**src/rtl/pin_event_pkg.sv**
```systemverilog
package pin_event_pkg;
  localparam int unsigned DW     = 8;
  localparam int unsigned AW     = 4;
  localparam int unsigned NPIN   = 7;
  localparam int unsigned NCHG   = 4;
  localparam int unsigned NSYNC  = 2;
  localparam int unsigned PORT_B = DW - 1;

  localparam logic [AW-1:0] OFS_CHG  = AW'(4);
  localparam logic [AW-1:0] OFS_STAT = AW'(5);
  localparam logic [AW-1:0] OFS_RAW  = AW'(13);

  function automatic logic [DW-1:0] pack_change(input logic [NCHG-1:0] flg,
                                                input logic [NCHG-1:0] lvl);
    return {flg, lvl};
  endfunction

  function automatic logic [DW-1:0] pack_raw(input logic [NPIN-1:0] lvl);
    return {1'b1, lvl};
  endfunction

  function automatic logic pending(input logic [DW-1:0] stat,
                                   input logic [DW-1:0] msk);
    return |(stat & msk);
  endfunction
endpackage

```
**src/rtl/sync_chain.sv**
```systemverilog
module sync_chain #(
  parameter int unsigned W      = 7,
  parameter int unsigned STAGES = 2
) (
  input  logic         clk,
  input  logic         rst_n,
  input  logic [W-1:0] din,
  output logic [W-1:0] dout
);
  logic [W-1:0] stg_q [STAGES];

  for (genvar s = 0; s < STAGES; s++) begin : g_stage
    if (s == 0) begin : g_first
      always_ff @(posedge clk or negedge rst_n)
        if (!rst_n) stg_q[s] <= '0;
        else        stg_q[s] <= din;
    end else begin : g_next
      always_ff @(posedge clk or negedge rst_n)
        if (!rst_n) stg_q[s] <= '0;
        else        stg_q[s] <= stg_q[s-1];
    end
  end

  assign dout = stg_q[STAGES-1];
endmodule

```
**src/rtl/chg_flag_bank.sv**
```systemverilog
module chg_flag_bank #(
  parameter int unsigned N = 4
) (
  input  logic         clk,
  input  logic         rst_n,
  input  logic [N-1:0] lvl,
  input  logic         clr,
  output logic [N-1:0] diff,
  output logic [N-1:0] flag_q
);
  logic [N-1:0] prev_q;
  logic [N-1:0] flag_d;

  assign diff   = lvl ^ prev_q;
  assign flag_d = (clr ? '0 : flag_q) | diff;

  always_ff @(posedge clk or negedge rst_n)
    if (!rst_n) begin
      prev_q <= '0;
      flag_q <= '0;
    end else begin
      prev_q <= lvl;
      flag_q <= flag_d;
    end


  chg_kept_chk: assert property (@(posedge clk) disable iff (!rst_n)
    (diff != '0) |=> ((flag_q & $past(diff)) == $past(diff)));


  clr_empties_chk: assert property (@(posedge clk) disable iff (!rst_n)
    (clr && diff == '0) |=> (flag_q == '0));
endmodule

```
**src/rtl/irq_merge.sv**
```systemverilog
module irq_merge
  import pin_event_pkg::*;
(
  input  logic          clk,
  input  logic          rst_n,
  input  logic [DW-2:0] evt,
  input  logic          port_any,
  input  logic          mask_wr,
  input  logic [DW-1:0] wdata,
  output logic [DW-1:0] status,
  output logic [DW-1:0] mask_q,
  output logic          irq_n
);
  assign status = {port_any, evt};
  assign irq_n  = ~pending(status, mask_q);

  always_ff @(posedge clk or negedge rst_n)
    if (!rst_n)       mask_q <= '0;
    else if (mask_wr) mask_q <= wdata;


  mask_load_chk: assert property (@(posedge clk) disable iff (!rst_n)
    mask_wr |=> (mask_q == $past(wdata)));


  quiet_mask_chk: assert property (@(posedge clk) disable iff (!rst_n)
    (mask_q == '0) |-> irq_n);
endmodule

```
**src/rtl/pin_event_irq.sv**
```systemverilog
module pin_event_irq
  import pin_event_pkg::*;
(
  input  logic            clk,
  input  logic            rst_n,
  input  logic [NPIN-1:0] pin_in,
  input  logic [DW-2:0]   evt_in,
  input  logic [AW-1:0]   addr,
  input  logic            rd_en,
  input  logic            wr_en,
  input  logic [DW-1:0]   wdata,
  output logic [DW-1:0]   rdata,
  output logic            irq_n
);
  logic [NPIN-1:0] pin_lvl;
  logic [NCHG-1:0] chg_diff;
  logic [NCHG-1:0] chg_flag;
  logic [NCHG-1:0] aux_en_q;
  logic [DW-1:0]   status;
  logic [DW-1:0]   mask_q;
  logic            rd_chg;
  logic            wr_aux;
  logic            wr_mask;
  logic            port_any;

  assign rd_chg   = rd_en && (addr == OFS_CHG);
  assign wr_aux   = wr_en && (addr == OFS_CHG);
  assign wr_mask  = wr_en && (addr == OFS_STAT);
  assign port_any = |(chg_flag & aux_en_q);

  sync_chain #(.W(NPIN), .STAGES(NSYNC)) u_sync (
    .clk(clk), .rst_n(rst_n), .din(pin_in), .dout(pin_lvl)
  );

  chg_flag_bank #(.N(NCHG)) u_flags (
    .clk(clk), .rst_n(rst_n), .lvl(pin_lvl[NCHG-1:0]), .clr(rd_chg),
    .diff(chg_diff), .flag_q(chg_flag)
  );

  irq_merge u_irq (
    .clk(clk), .rst_n(rst_n), .evt(evt_in), .port_any(port_any),
    .mask_wr(wr_mask), .wdata(wdata), .status(status), .mask_q(mask_q),
    .irq_n(irq_n)
  );

  always_ff @(posedge clk or negedge rst_n)
    if (!rst_n)      aux_en_q <= '0;
    else if (wr_aux) aux_en_q <= wdata[NCHG-1:0];

  always_comb begin
    rdata = '0;
    if (rd_en) begin
      case (addr)
        OFS_CHG:  rdata = pack_change(chg_flag, pin_lvl[NCHG-1:0]);
        OFS_STAT: rdata = status;
        OFS_RAW:  rdata = pack_raw(pin_lvl);
        default:  rdata = '0;
      endcase
    end
  end


  no_enable_chk: assert property (@(posedge clk) disable iff (!rst_n)
    (aux_en_q == '0) |-> !status[PORT_B]);


  raw_msb_chk: assert property (@(posedge clk) disable iff (!rst_n)
    (rd_en && addr == OFS_RAW) |-> rdata[DW-1]);


  idle_bus_chk: assert property (@(posedge clk) disable iff (!rst_n)
    !rd_en |-> (rdata == '0));


  flag_visible_chk: assert property (@(posedge clk) disable iff (!rst_n)
    (rd_chg && chg_flag != '0) |-> (rdata[DW-1:NCHG] != '0));
endmodule

```
**config.mk**
```make
export PLATFORM = sky130hd
export DESIGN_NAME = pin_event_irq
export DESIGN_NICKNAME = d
export VERILOG_FILES = /design/src/rtl/pin_event_pkg.sv /design/src/rtl/sync_chain.sv /design/src/rtl/chg_flag_bank.sv /design/src/rtl/irq_merge.sv /design/src/rtl/pin_event_irq.sv
export SDC_FILE = /design/constraint.sdc
export NUM_CORES = 1
export LEC_CHECK = 0
export ABC_AREA = 1
export BUFFER_PORTS_ARGS = -buffer_cell sky130_fd_sc_hd__buf_2
export CORE_MARGIN = 2
export CORE_UTILIZATION = 51
export CTS_BUF_LIST = sky130_fd_sc_hd__clkbuf_16
export DETAILED_ROUTE_END_ITERATION = 6
export PLACE_DENSITY = 0.77
export SLEW_MARGIN = 0
export SYNTH_ARGS = -nofsm -noshare
export SYNTH_HDL_FRONTEND = slang
export SYNTH_SLANG_ARGS = --single-unit
```
**constraint.sdc**
```tcl
create_clock -name clk -period 1.7 [get_ports clk]
set_input_delay 0.425 -clock clk [delete_from_list [all_inputs] [get_ports clk]]
set_output_delay 0.425 -clock clk [all_outputs]
set_load 0.02 [all_outputs]
```
==> flow_summary.yaml <==
cells_and_area:
  area_growth_pct: 45.5
  drive_gt1_frac: 0.399
  layout_common_cells: "nand2_1, dfrtp_1, buf_2"
  multiInputGateArea_um2: 683
  nets: 247
  final_common_cell: "nand2_1"
  register_area_um2: 851
  diodes: 0
  final_cells: 249
  fill_cells: 181
worst_setup_path:
  cp_common_cell: "nand2_1"
  r2r-end: "u_flags.flag_q[2]"
  cp_max_fo: 2
  reg2reg_slack_ps: 810
  r2r_cells: 2
  crit_slowest_cell: "dfrtp_1"
  critPathKind: "reg -> out"
  r2r-start: "u_sync.dout[2]"
  crit_chain: "nand2_1 -> nand2_1 -> nor2_2 -> nor2_1 -> nor3_1 -> buf_4"
  end_kind: "output pin"
  cp_data_required_time_ps: 1270
  cp_data_arrival_time_ps: 1370
  critPathMaxStageDelay_ps: 390
  critPathLaunchType: "flop"
synth:
  syn_nets: 195
  syn-cell-area_um2: 1500
  syn_inst: 165
  netlist-cell-type-count: 17
  ys.warnings.count: 0
  syn_avg_cell_area_um2: 9.07
  yosysSeqAreaShare: 0.569
  netlist_top_cells_area: "dfrtp_1, nand2_1, nand3_1"
  synth_top_area_share: 0.569
  synth_seq_cells: 34
  yosysTopAreaCell: "dfrtp_1"
global_routing:
  grt_pass1_vias: 1265
  grt_use_total: 0.220
  antenna_found_initial: 0
  grt_pass1_wl_um: 5440
  grt_max_degree: 35
  grt.overflow.total: 0
floorplan:
  start_util: 0.538
  die_area_um2: 3380
  dieHeight_um: 58.2
  core-area_um2: 2780
  rows: 19
  io_pins: 39
  die_x_um: 58.2
placed_design:
  post-place-cells: 236
  dp_hpwl_um: 2320
  io_buffers: 38
  gp_congestion: 0.931
drt:
  antenna_left: 0
  drt-initial-drc-count: 93
  via_per_inst: 5.61
  highest_layer: "met4"
  dr_wl_met2_um: 1990
  vias: 1396
  drc: 0
  drt_pre_antenna_iters: 4
  met1_length_um: 1520
  wl_um: 3920
  dr_wl_met3_um: 307
  routedWlPerCell_um: 15.8
sta:
  rsz0062_at_grt: "yes"
  report.final.slew_viol_count: 0
  setup_ws_ps: -99.4
  worst_slew_pin_slew_ps: 716
  fmax_mhz: 556
  min_period_ps: 1800
  min_period_over_period: 1.06
  final-hold-violation-count: 0
  slew_headroom: 0.523
  setup_violations: 3
  skew_ps: 3.12
clock_network:
  cts_tree: "done"
  cts_sinks: 34
  clock_latency_ps: 270
  clkTransAtPathRegs_ps: 50
  cts_root_buffer: "clkbuf_16"
  cts_buffer_depth: 2
  htree_levels: 2
  cts_hold_buffers: 0
  cts_buffers: 5
power_and_ir_drop:
  powerDensity_nw_per_um2: 1040
  peakVddDrop_mv: 1.18
  p_leak_nw: 1.12
  totalPowerFinal_w: 0.00227
run:
  cap_violations: 0
status:
  violations: "setup timing"
  status: "finished with violations"
worst_hold_path:
  hold_path.class: "in -> async"
==> timing repair <==
item / 4_1_cts / 5_1_grt
setup buffers: 3 / 1
pin swaps: 1 / 10
gates resized for setup: 5 / 48
cloned: 0 / 1
setup endpoints to repair: 9 / 9
hold endpoints to repair: 0 / 0
==> cells by family (layout without fill, tap and decap cells) <==
| family | count (synthesis) | in the layout | synth area share |
|---|---|---|---|
| xor gates and xnor gates | 4 | 4 | 0.0234 |
| and+or+nand+nor | 94 | 94 | 0.301 |
| AOI/OAI and AO/OA | 16 | 16 | 0.0535 |
| DFF | 34 | 34 | 0.569 |
| buffers and inverters | 17 | 70 | 0.0535 |
==> per-layer routing <==
| metal | up-vias | GRT usage |
|---|---|---|
| met5 | - | 0 |
| met4 | 0 | 0.120 |
| met1 | 666 | 0.271 |
| li1 | 637 | - |
| met2 | 80 | 0.346 |
| met3 | 13 | 0.0692 |
==> area by class of cell <==
| type | count | share of cell area |
|---|---|---|
| Sequential cell | 34 | 0.391 |
| Multi-Input combinational cell | 114 | 0.314 |
| Timing Repair Buffer | 49 | 0.178 |
| Clock buffer | 5 | 0.0575 |
| Inverter | 13 | 0.0236 |
| Clock inverter | 3 | 0.0184 |
| Tap cell | 31 | 0.0178 |
==> worst max path at each step <==
stage | start | to | slack, ps | depth (start not counted)
2_1_floorplan | addr[2] | rdata[7] | 50 | 6
3_3_place_gp | addr[1] | rdata[7] | -20 | 7
3_5_place_dp | addr[1] | rdata[7] | -30 | 7
4_1_cts | aux_en_q[3] | irq_n | -40 | 6
5_1_grt | u_flags.flag_q[0] | irq_n | -210 | 6
6_report | aux_en_q[3] | irq_n | -100 | 6
==> through the flow <==
step | util | area (um^2) | TNS, ps | worst slack [ps] | hold WS (ps)
finish | 0.783 | 2180 | -163 | -99.4 | 205
global route | 0.783 | 2180 | -600 | -212 | 244
detailed placement | 0.630 | 1750 | -151 | -28.5 | 336
floorplan | - | 1500 | 0 | 52.9 | 129
global placement | 0.630 | 1750 | -72.6 | -20.1 | 331
CTS | 0.703 | 1950 | -47.1 | -36.9 | 226
==> worst max-delay path: cells and delay by family, from the launching register on <==
kind	cells	cell delay, ps
buffers and inverters	1	180
DFF	1	390
and+or+nand+nor	5	530
==> sequential cells by signal (all words and copies together), names as in the netlist <==
register	count
u_flags.flag_q	4
aux_en_q	4
u_irq.mask_q	8
u_sync.stg_q	7
u_flags.prev_q	4
u_sync.dout	7
==> Yosys cell counts <==
library cell  number
nor2_4             3
nand4_1            1
nand2_1           50
nor2_8             1
o21ai_0           15
buf_6              2
nor2_2             1
nor3_1             1
o21ai_1            1
clkbuf_1           1
buf_2              1
xnor2_1            4
nand3_1           30
dfrtp_1           34
nor2_1             5
inv_1             13
nand2_4            2
==> power by group <==
part           internal, W  switching [W]
Sequential        0.000894      0.0000552
Clock             0.000684       0.000302
Combinational     0.000142       0.000197
Total              0.00172       0.000554
Power figures use the tool's default switching activity.
